**config.mk**
```make
export PLATFORM = sky130hd
export DESIGN_NAME = sdcmd_host
export DESIGN_NICKNAME = d
export VERILOG_FILES = /design/src/rtl/sdcmd_pkg.sv /design/src/rtl/sdcmd_tx_ser.sv /design/src/rtl/sdcmd_rx_des.sv /design/src/rtl/sdcmd_gap_timer.sv /design/src/rtl/sdcmd_host.sv
export SDC_FILE = /design/constraint.sdc
export NUM_CORES = 1
export LEC_CHECK = 0
export ABC_AREA = 1
export BUFFER_PORTS_ARGS = -buffer_cell sky130_fd_sc_hd__buf_2
export CAP_MARGIN = 25
export CORE_MARGIN = 4
export CORE_UTILIZATION = 40
export CTS_CLUSTER_DIAMETER = 120
export DETAILED_ROUTE_END_ITERATION = 10
export GPL_TIMING_DRIVEN = 0
export PLACE_DENSITY = 0.7
export RECOVER_POWER = 100
export SYNTH_ARGS = -nofsm -noshare
export SYNTH_HDL_FRONTEND = slang
export SYNTH_SLANG_ARGS = --single-unit
```
**constraint.sdc**
```tcl
create_clock -name clk -period 7.52 [get_ports clk]
set_clock_uncertainty 0.2 [all_clocks]
set_input_delay 0.376 -clock clk [delete_from_list [all_inputs] [get_ports clk]]
set_output_delay 0.376 -clock clk [all_outputs]
set_load 0.02 [all_outputs]
```
**src/rtl/sdcmd_pkg.sv**
```systemverilog
package sdcmd_pkg;

    localparam int FRAME_W = 48;
    localparam int BODY_W  = 40;
    localparam int CRC_W   = 7;
    localparam int IDX_W   = 6;
    localparam int ARG_W   = 32;

    typedef enum logic [2:0] {
        ST_IDLE,
        ST_TX,
        ST_WAIT,
        ST_RX,
        ST_GAP
    } sdcmd_state_e;

    // CRC7, polynomial x^7 + x^3 + 1, zero seed, body sent MSB first
    function automatic logic [CRC_W-1:0] crc7_of(input logic [BODY_W-1:0] body);
        logic [CRC_W-1:0] c;
        logic             fb;
        c = '0;
        for (int i = BODY_W - 1; i >= 0; i--) begin
            fb = body[i] ^ c[CRC_W-1];
            c  = {c[CRC_W-2:0], 1'b0};
            if (fb) c = c ^ 7'h09;
        end
        return c;
    endfunction

endpackage

```
**src/rtl/sdcmd_tx_ser.sv**
```systemverilog
module sdcmd_tx_ser
    import sdcmd_pkg::*;
(
    input  logic              clk,
    input  logic              rst_n,
    input  logic              load,
    input  logic              shift,
    input  logic [BODY_W-1:0] body,
    output logic              bit_o
);

    logic [FRAME_W-1:0] sh_d, sh_q;

    always_comb begin
        sh_d = sh_q;
        if (load) begin
            sh_d = {body, crc7_of(body), 1'b1};
        end else if (shift) begin
            sh_d = {sh_q[FRAME_W-2:0], 1'b1};
        end
    end

    always_ff @(posedge clk or negedge rst_n) begin
        if (!rst_n) sh_q <= '1;
        else        sh_q <= sh_d;
    end

    assign bit_o = sh_q[FRAME_W-1];

endmodule

```
**src/rtl/sdcmd_rx_des.sv**
```systemverilog
module sdcmd_rx_des
    import sdcmd_pkg::*;
(
    input  logic             clk,
    input  logic             rst_n,
    input  logic             clear,
    input  logic             shift,
    input  logic             din,
    output logic             crc_ok_pend,
    output logic [IDX_W-1:0] idx_pend,
    output logic [ARG_W-1:0] arg_pend
);

    // Holds every response bit except the end bit; while the end bit is on
    // the line the register contains the whole body and the CRC.
    localparam int HOLD_W = FRAME_W - 1;

    logic [HOLD_W-1:0] sh_d, sh_q;

    always_comb begin
        sh_d = sh_q;
        if (clear) begin
            sh_d = '0;
        end else if (shift) begin
            sh_d = {sh_q[HOLD_W-2:0], din};
        end
    end

    always_ff @(posedge clk or negedge rst_n) begin
        if (!rst_n) sh_q <= '0;
        else        sh_q <= sh_d;
    end

    assign crc_ok_pend = (crc7_of(sh_q[HOLD_W-1:CRC_W]) == sh_q[CRC_W-1:0]);
    assign idx_pend    = sh_q[CRC_W+ARG_W+IDX_W-1:CRC_W+ARG_W];
    assign arg_pend    = sh_q[CRC_W+ARG_W-1:CRC_W];

endmodule

```
**src/rtl/sdcmd_gap_timer.sv**
```systemverilog
module sdcmd_gap_timer #(
    parameter int MAX_CNT = 8,
    parameter int GW      = $clog2(MAX_CNT + 1)
) (
    input  logic          clk,
    input  logic          rst_n,
    input  logic          load,
    input  logic [GW-1:0] load_val,
    output logic          last
);

    logic [GW-1:0] cnt_d, cnt_q;

    always_comb begin
        cnt_d = cnt_q;
        if (load) begin
            cnt_d = load_val;
        end else if (cnt_q != '0) begin
            cnt_d = cnt_q - 1'b1;
        end
    end

    always_ff @(posedge clk or negedge rst_n) begin
        if (!rst_n) cnt_q <= '0;
        else        cnt_q <= cnt_d;
    end

    assign last = (cnt_q == GW'(1));


    gap_bound_chk: assert property (@(posedge clk) disable iff (!rst_n)
        cnt_q <= GW'(MAX_CNT));

endmodule

```
**src/rtl/sdcmd_host.sv**
```systemverilog
module sdcmd_host
    import sdcmd_pkg::*;
#(
    parameter int NCR_CYC   = 64,
    parameter int NRC_CYC   = 8,
    parameter int NCC_CYC   = 8,
    parameter int TURN_BITS = 2
) (
    input  logic             clk,
    input  logic             rst_n,
    input  logic             start,
    input  logic             ident_mode,
    input  logic             resp_expected,
    input  logic [IDX_W-1:0] cmd_index,
    input  logic [ARG_W-1:0] cmd_arg,
    input  logic             cmd_in,
    output logic             cmd_out,
    output logic             cmd_oe,
    output logic             busy,
    output logic             done,
    output logic             resp_timeout,
    output logic             resp_crc_err,
    output logic [IDX_W-1:0] resp_index,
    output logic [ARG_W-1:0] resp_arg
);

    localparam int CNT_MAX = (NCR_CYC > FRAME_W) ? NCR_CYC : FRAME_W;
    localparam int CW      = $clog2(CNT_MAX) + 1;
    localparam int GMAX    = (NRC_CYC > NCC_CYC) ? NRC_CYC : NCC_CYC;
    localparam int GW      = $clog2(GMAX + 1);

    localparam logic [CW-1:0] LAST_BIT  = CW'(FRAME_W - 1);
    localparam logic [CW-1:0] TURN_END  = CW'(TURN_BITS);
    localparam logic [CW-1:0] WAIT_LAST = CW'(NCR_CYC - 1);
    localparam logic [GW-1:0] NRC_VAL   = GW'(NRC_CYC);
    localparam logic [GW-1:0] NCC_VAL   = GW'(NCC_CYC);

    typedef struct packed {
        sdcmd_state_e     st;
        logic [CW-1:0]    cnt;
        logic             od;
        logic             rexp;
        logic             done;
        logic             tmo;
        logic             crc_err;
        logic [IDX_W-1:0] idx;
        logic [ARG_W-1:0] arg;
    } host_regs_t;

    host_regs_t r_d, r_q;

    logic             tx_load, tx_shift, tx_bit;
    logic             rx_clear, rx_shift;
    logic             rx_crc_ok;
    logic [IDX_W-1:0] rx_idx;
    logic [ARG_W-1:0] rx_arg;
    logic             gap_load, gap_last;
    logic [GW-1:0]    gap_val;

    sdcmd_tx_ser u_tx (
        .clk   (clk),
        .rst_n (rst_n),
        .load  (tx_load),
        .shift (tx_shift),
        .body  ({1'b0, 1'b1, cmd_index, cmd_arg}),
        .bit_o (tx_bit)
    );

    sdcmd_rx_des u_rx (
        .clk         (clk),
        .rst_n       (rst_n),
        .clear       (rx_clear),
        .shift       (rx_shift),
        .din         (cmd_in),
        .crc_ok_pend (rx_crc_ok),
        .idx_pend    (rx_idx),
        .arg_pend    (rx_arg)
    );

    sdcmd_gap_timer #(
        .MAX_CNT (GMAX),
        .GW      (GW)
    ) u_gap (
        .clk      (clk),
        .rst_n    (rst_n),
        .load     (gap_load),
        .load_val (gap_val),
        .last     (gap_last)
    );

    always_comb begin
        r_d      = r_q;
        r_d.done = 1'b0;
        tx_load  = 1'b0;
        tx_shift = 1'b0;
        rx_clear = 1'b0;
        rx_shift = 1'b0;
        gap_load = 1'b0;
        gap_val  = NCC_VAL;
        unique case (r_q.st)
            ST_IDLE: begin
                if (start) begin
                    r_d.st      = ST_TX;
                    r_d.cnt     = '0;
                    r_d.od      = ident_mode;
                    r_d.rexp    = resp_expected;
                    r_d.tmo     = 1'b0;
                    r_d.crc_err = 1'b0;
                    tx_load     = 1'b1;
                    rx_clear    = 1'b1;
                end
            end
            ST_TX: begin
                tx_shift = 1'b1;
                if (r_q.cnt == LAST_BIT) begin
                    r_d.cnt = '0;
                    if (r_q.rexp) begin
                        r_d.st = ST_WAIT;
                    end else begin
                        r_d.st   = ST_GAP;
                        r_d.done = 1'b1;
                        gap_load = 1'b1;
                        gap_val  = NCC_VAL;
                    end
                end else begin
                    r_d.cnt = r_q.cnt + 1'b1;
                end
            end
            ST_WAIT: begin
                if (r_q.cnt >= TURN_END && !cmd_in) begin
                    r_d.st   = ST_RX;
                    r_d.cnt  = CW'(1);
                    rx_shift = 1'b1;
                end else if (r_q.cnt == WAIT_LAST) begin
                    r_d.st   = ST_GAP;
                    r_d.done = 1'b1;
                    r_d.tmo  = 1'b1;
                    gap_load = 1'b1;
                    gap_val  = NCC_VAL;
                end else begin
                    r_d.cnt = r_q.cnt + 1'b1;
                end
            end
            ST_RX: begin
                rx_shift = 1'b1;
                if (r_q.cnt == LAST_BIT) begin
                    r_d.st      = ST_GAP;
                    r_d.done    = 1'b1;
                    r_d.crc_err = !rx_crc_ok;
                    r_d.idx     = rx_idx;
                    r_d.arg     = rx_arg;
                    gap_load    = 1'b1;
                    gap_val     = NRC_VAL;
                end else begin
                    r_d.cnt = r_q.cnt + 1'b1;
                end
            end
            ST_GAP: begin
                if (gap_last) r_d.st = ST_IDLE;
            end
            default: r_d.st = ST_IDLE;
        endcase
    end

    always_ff @(posedge clk or negedge rst_n) begin
        if (!rst_n) begin
            r_q    <= '0;
            r_q.st <= ST_IDLE;
        end else begin
            r_q <= r_d;
        end
    end

    assign busy         = (r_q.st != ST_IDLE);
    assign cmd_out      = (r_q.st == ST_TX) ? tx_bit : 1'b1;
    assign cmd_oe       = (r_q.st == ST_TX) && (!r_q.od || !tx_bit);
    assign done         = r_q.done;
    assign resp_timeout = r_q.tmo;
    assign resp_crc_err = r_q.crc_err;
    assign resp_index   = r_q.idx;
    assign resp_arg     = r_q.arg;


    start_bit_chk: assert property (@(posedge clk) disable iff (!rst_n)
        (start && !busy) |=> (cmd_oe && !cmd_out));


    turn_release_chk: assert property (@(posedge clk) disable iff (!rst_n)
        (r_q.st == ST_WAIT) |-> !cmd_oe);


    flag_excl_chk: assert property (@(posedge clk) disable iff (!rst_n)
        done |-> !(resp_timeout && resp_crc_err));


    done_pulse_chk: assert property (@(posedge clk) disable iff (!rst_n)
        done |=> !done);


    idle_after_gap_chk: assert property (@(posedge clk) disable iff (!rst_n)
        $fell(busy) |-> $past(r_q.st == ST_GAP));

endmodule

```
==> flow_summary_export.csv <==
group,metric,value,unit
placement,io_buffers,87,
route,finalWirelength,23600,um
critical_path,critical_path_class,"in2async",
route,initialDrtViolationCount,557,
cts,clock_path_buffers,2,
hold_path,hp-class,"in2reg",
cts,ctsHtreeMaxLevel,4,
timing,tightest_slew,3040,ps
route,drc,0,
placement,place.gp.congestion,0.862,
placement,hpwlAfterDp,17800,um
critical_path,crit_fanout,96,
power,p_per_area,201,nW/um^2
timing,min_period_over_period,55.4,%
floorplan,rows,55,
timing,slew_headroom,-103,%
layout,multiInputGateArea,4480,um^2
timing,setup_viol,0,
critical_path,arrival,3830,ps
timing,slew_viol_final,57,
global_routing,grt_usage,18.4,%
synth,async_flop_share,100,%
cts,ctsResizeCount,0,
global_routing,grt_pass1_wl,39500,um
route,wl_per_cell,13.6,um
flow_run,drv_cap,1,
route,postRouteAntennaNets,0,
synth,synth_area,9360,um^2
floorplan,die_area,25900,um^2
cts,clk_pin_slew,70,ps
synth,syn_avg_cell_area,7.30,um^2
layout,final_layout_size_suffix_gt1_share,18.2,%
critical_path,start_kind,"primary input",
synth,synth_nets,1331,
timing,fmax,240,MHz
critical_path,crit_required,7190,ps
global_routing,antenna_found_initial,0,
synth,yosys_warnings,0,
timing,finalSetupTns,0,ps
layout,fillers,2311,
global_routing,grt_max_degree,97,
floorplan,core-area,22800,um^2
timing,fin_crit,4160,ps
layout,syn_to_final_growth,15.9,%
synth,synth-seq-area-share,41.0,%
synth,synth_flop_cell,"dfrtp_1",
synth,netlist_instances,1283,
synth,synth.distinct_cells,40,
global_routing,grt_pass1_vias,8380,
power,worst_ir_drop_vdd,0.162,mV
cts,cts.sinks,151,
global_routing,grt_overflow,0,
route,vias,8587,
run_status,outcome,"finished with violations",
route,via_per_inst,4.97,
layout,nNetsFinal,1451,
layout,post-route-util,47.5,%
synth,ys_ff_latch,151,
critical_path,endpoint_kind,"async pin",
floorplan,die_x,161,um
cts,numCtsBuffers,17,
cts,clkLatencyLatePin,440,ps
floorplan,io-pin-count,88,
layout,seq_area,3840,um^2
cts,cts_tree,"done",
timing,hold_viol,0,
floorplan,initial_core_util,41.0,%
critical_path,r2r_slack,3880,ps
floorplan,die_h,161,um
cts,clockRootBuffer,"clkbuf_16",
power,p_leak,5.52,nW
route,firstDrtPassIters,5,
run_status,violations,"max-capacitance violations, max-slew violations",
layout,antenna_cells,0,
synth,synth_edf_count,0,
timing,grt_setup_unrepaired,"no",
layout by cell type (no fill, tap or decap), drive strengths merged, types with 2 or more instances in the layout:
cell / count
a31oi: 2
nand3b: 7
nor2: 29
nand3: 154
xor2: 17
nor3: 4
o211ai: 20
or2: 4
o21ai: 99
clkinv: 3
dfstp: 47
nand2: 500
o221ai: 18
dfrtp: 104
a22oi: 3
xnor2: 15
nor4: 4
inv: 170
a21oi: 7
buf: 81
ha: 4
nand4: 5
dlygate4sd3: 13
clkbuf: 100
power breakdown:
part / internal, mW / switching, mW / total, mW
clock network: 0.478 / 0.400 / 0.877
logic: 0.164 / 0.325 / 0.489
registers: 0.813 / 0.000212 / 0.814
total: 1.46 / 0.725 / 2.18
cells by family after synthesis:
| group | Yosys count | synth area share, % |
|---|---|---|
| DFF | 151 | 41.0 |
| buffers and inverters | 235 | 11.1 |
| and+or+nand+nor | 708 | 34.7 |
| AOI/OAI and AO/OA | 152 | 9.63 |
| adders and majority gates | 4 | 0.534 |
| xor gates and xnor gates | 32 | 2.99 |
| muxes | 1 | 0.120 |
timing repair:
action / in CTS / in global routing
setup buffers: 0 / 0
endpoints found under the hold margin: 72 / 0
hold buffers: 13 / 0
per-layer routing:
metal	part of all wire (%)	wire (um)	up-vias	global-route usage, %
met2	48	11300	215	31.1
met4	2.8	658	0	6.71
met3	4.3	1020	49	2.88
li1	-	-	4318	-
met5	0	0	-	0
met1	45	10600	4005	23.9
through the flow:
stage	setup slack (ps)	std cells	hold slack, ps	total power [mW]	instance area (um^2)
CTS	4200	1729	3.00	2.20	11000
finish	3360	1729	12.9	2.18	10900
global route	2510	1729	18.1	2.30	10900
floorplan	4900	1283	-120	1.21	9360
detailed placement	4270	1684	260	1.32	10200
global placement	3640	1683	256	1.31	10200
state kept, by name, indices dropped and copies added, names as in the netlist:
name / flops
resp_timeout: 1
done: 1
resp_arg: 32
u_rx.sh_q: 47
r_q: 12
u_gap.cnt_q: 4
u_tx.sh_q: 47
resp_crc_err: 1
resp_index: 6
synth_stat cells, types with 6 or more instances:
library cell	count	area, um^2
dfrtp_1	104	2600
buf_4	39	293
dfstp_2	47	1230
a21oi_1	7	35.0
nand3b_1	7	52.6
o21ai_0	96	480
inv_2	11	41.3
nand2_2	68	425
o211ai_1	20	150
buf_2	6	30.0
nand3_1	144	721
xor2_1	17	149
xnor2_1	15	131
nor2_1	28	105
nand2_1	423	1590
inv_1	148	556
o221ai_1	18	158
clkbuf_1	29	109
nand3_2	6	60.1
nand2_4	9	101
final timing paths:
path / cells past startpoint / end / from
min in group asynchronous: 2 / resp_arg[23]$_DFFE_PN0P_ / rst_n
setup / recovery: 3 / u_rx.sh_q[5]$_DFFE_PN0P_ / rst_n
hold reg to reg: 2 / u_tx.sh_q[5]$_DFFE_PN1P_ / u_tx.sh_q[5]$_DFFE_PN1P_
setup reg to reg: 15 / u_rx.sh_q[12]$_DFFE_PN0P_ / r_q[44]$_DFFE_PN0P_
max in group clk: 15 / u_rx.sh_q[12]$_DFFE_PN0P_ / r_q[44]$_DFFE_PN0P_
hold / removal: 3 / u_tx.sh_q[13]$_DFFE_PN1P_ / cmd_arg[5]
worst max-delay path, stage by stage:
cell and delay [ps]:
dlygate4sd3_1 550, buf_6 640, clkbuf_1 2200
cell type report:
cell class,instances,share of cell area (%)
Inverter,159,5.50
Buffer,76,3.94
Multi-Input combinational cell,897,41.2
Tap cell,313,3.61
Timing Repair Buffer,101,4.78
Sequential cell,151,35.4
Clock inverter,15,1.64
Clock buffer,17,3.92
Note: power is estimated with default switching activity, not from simulation.
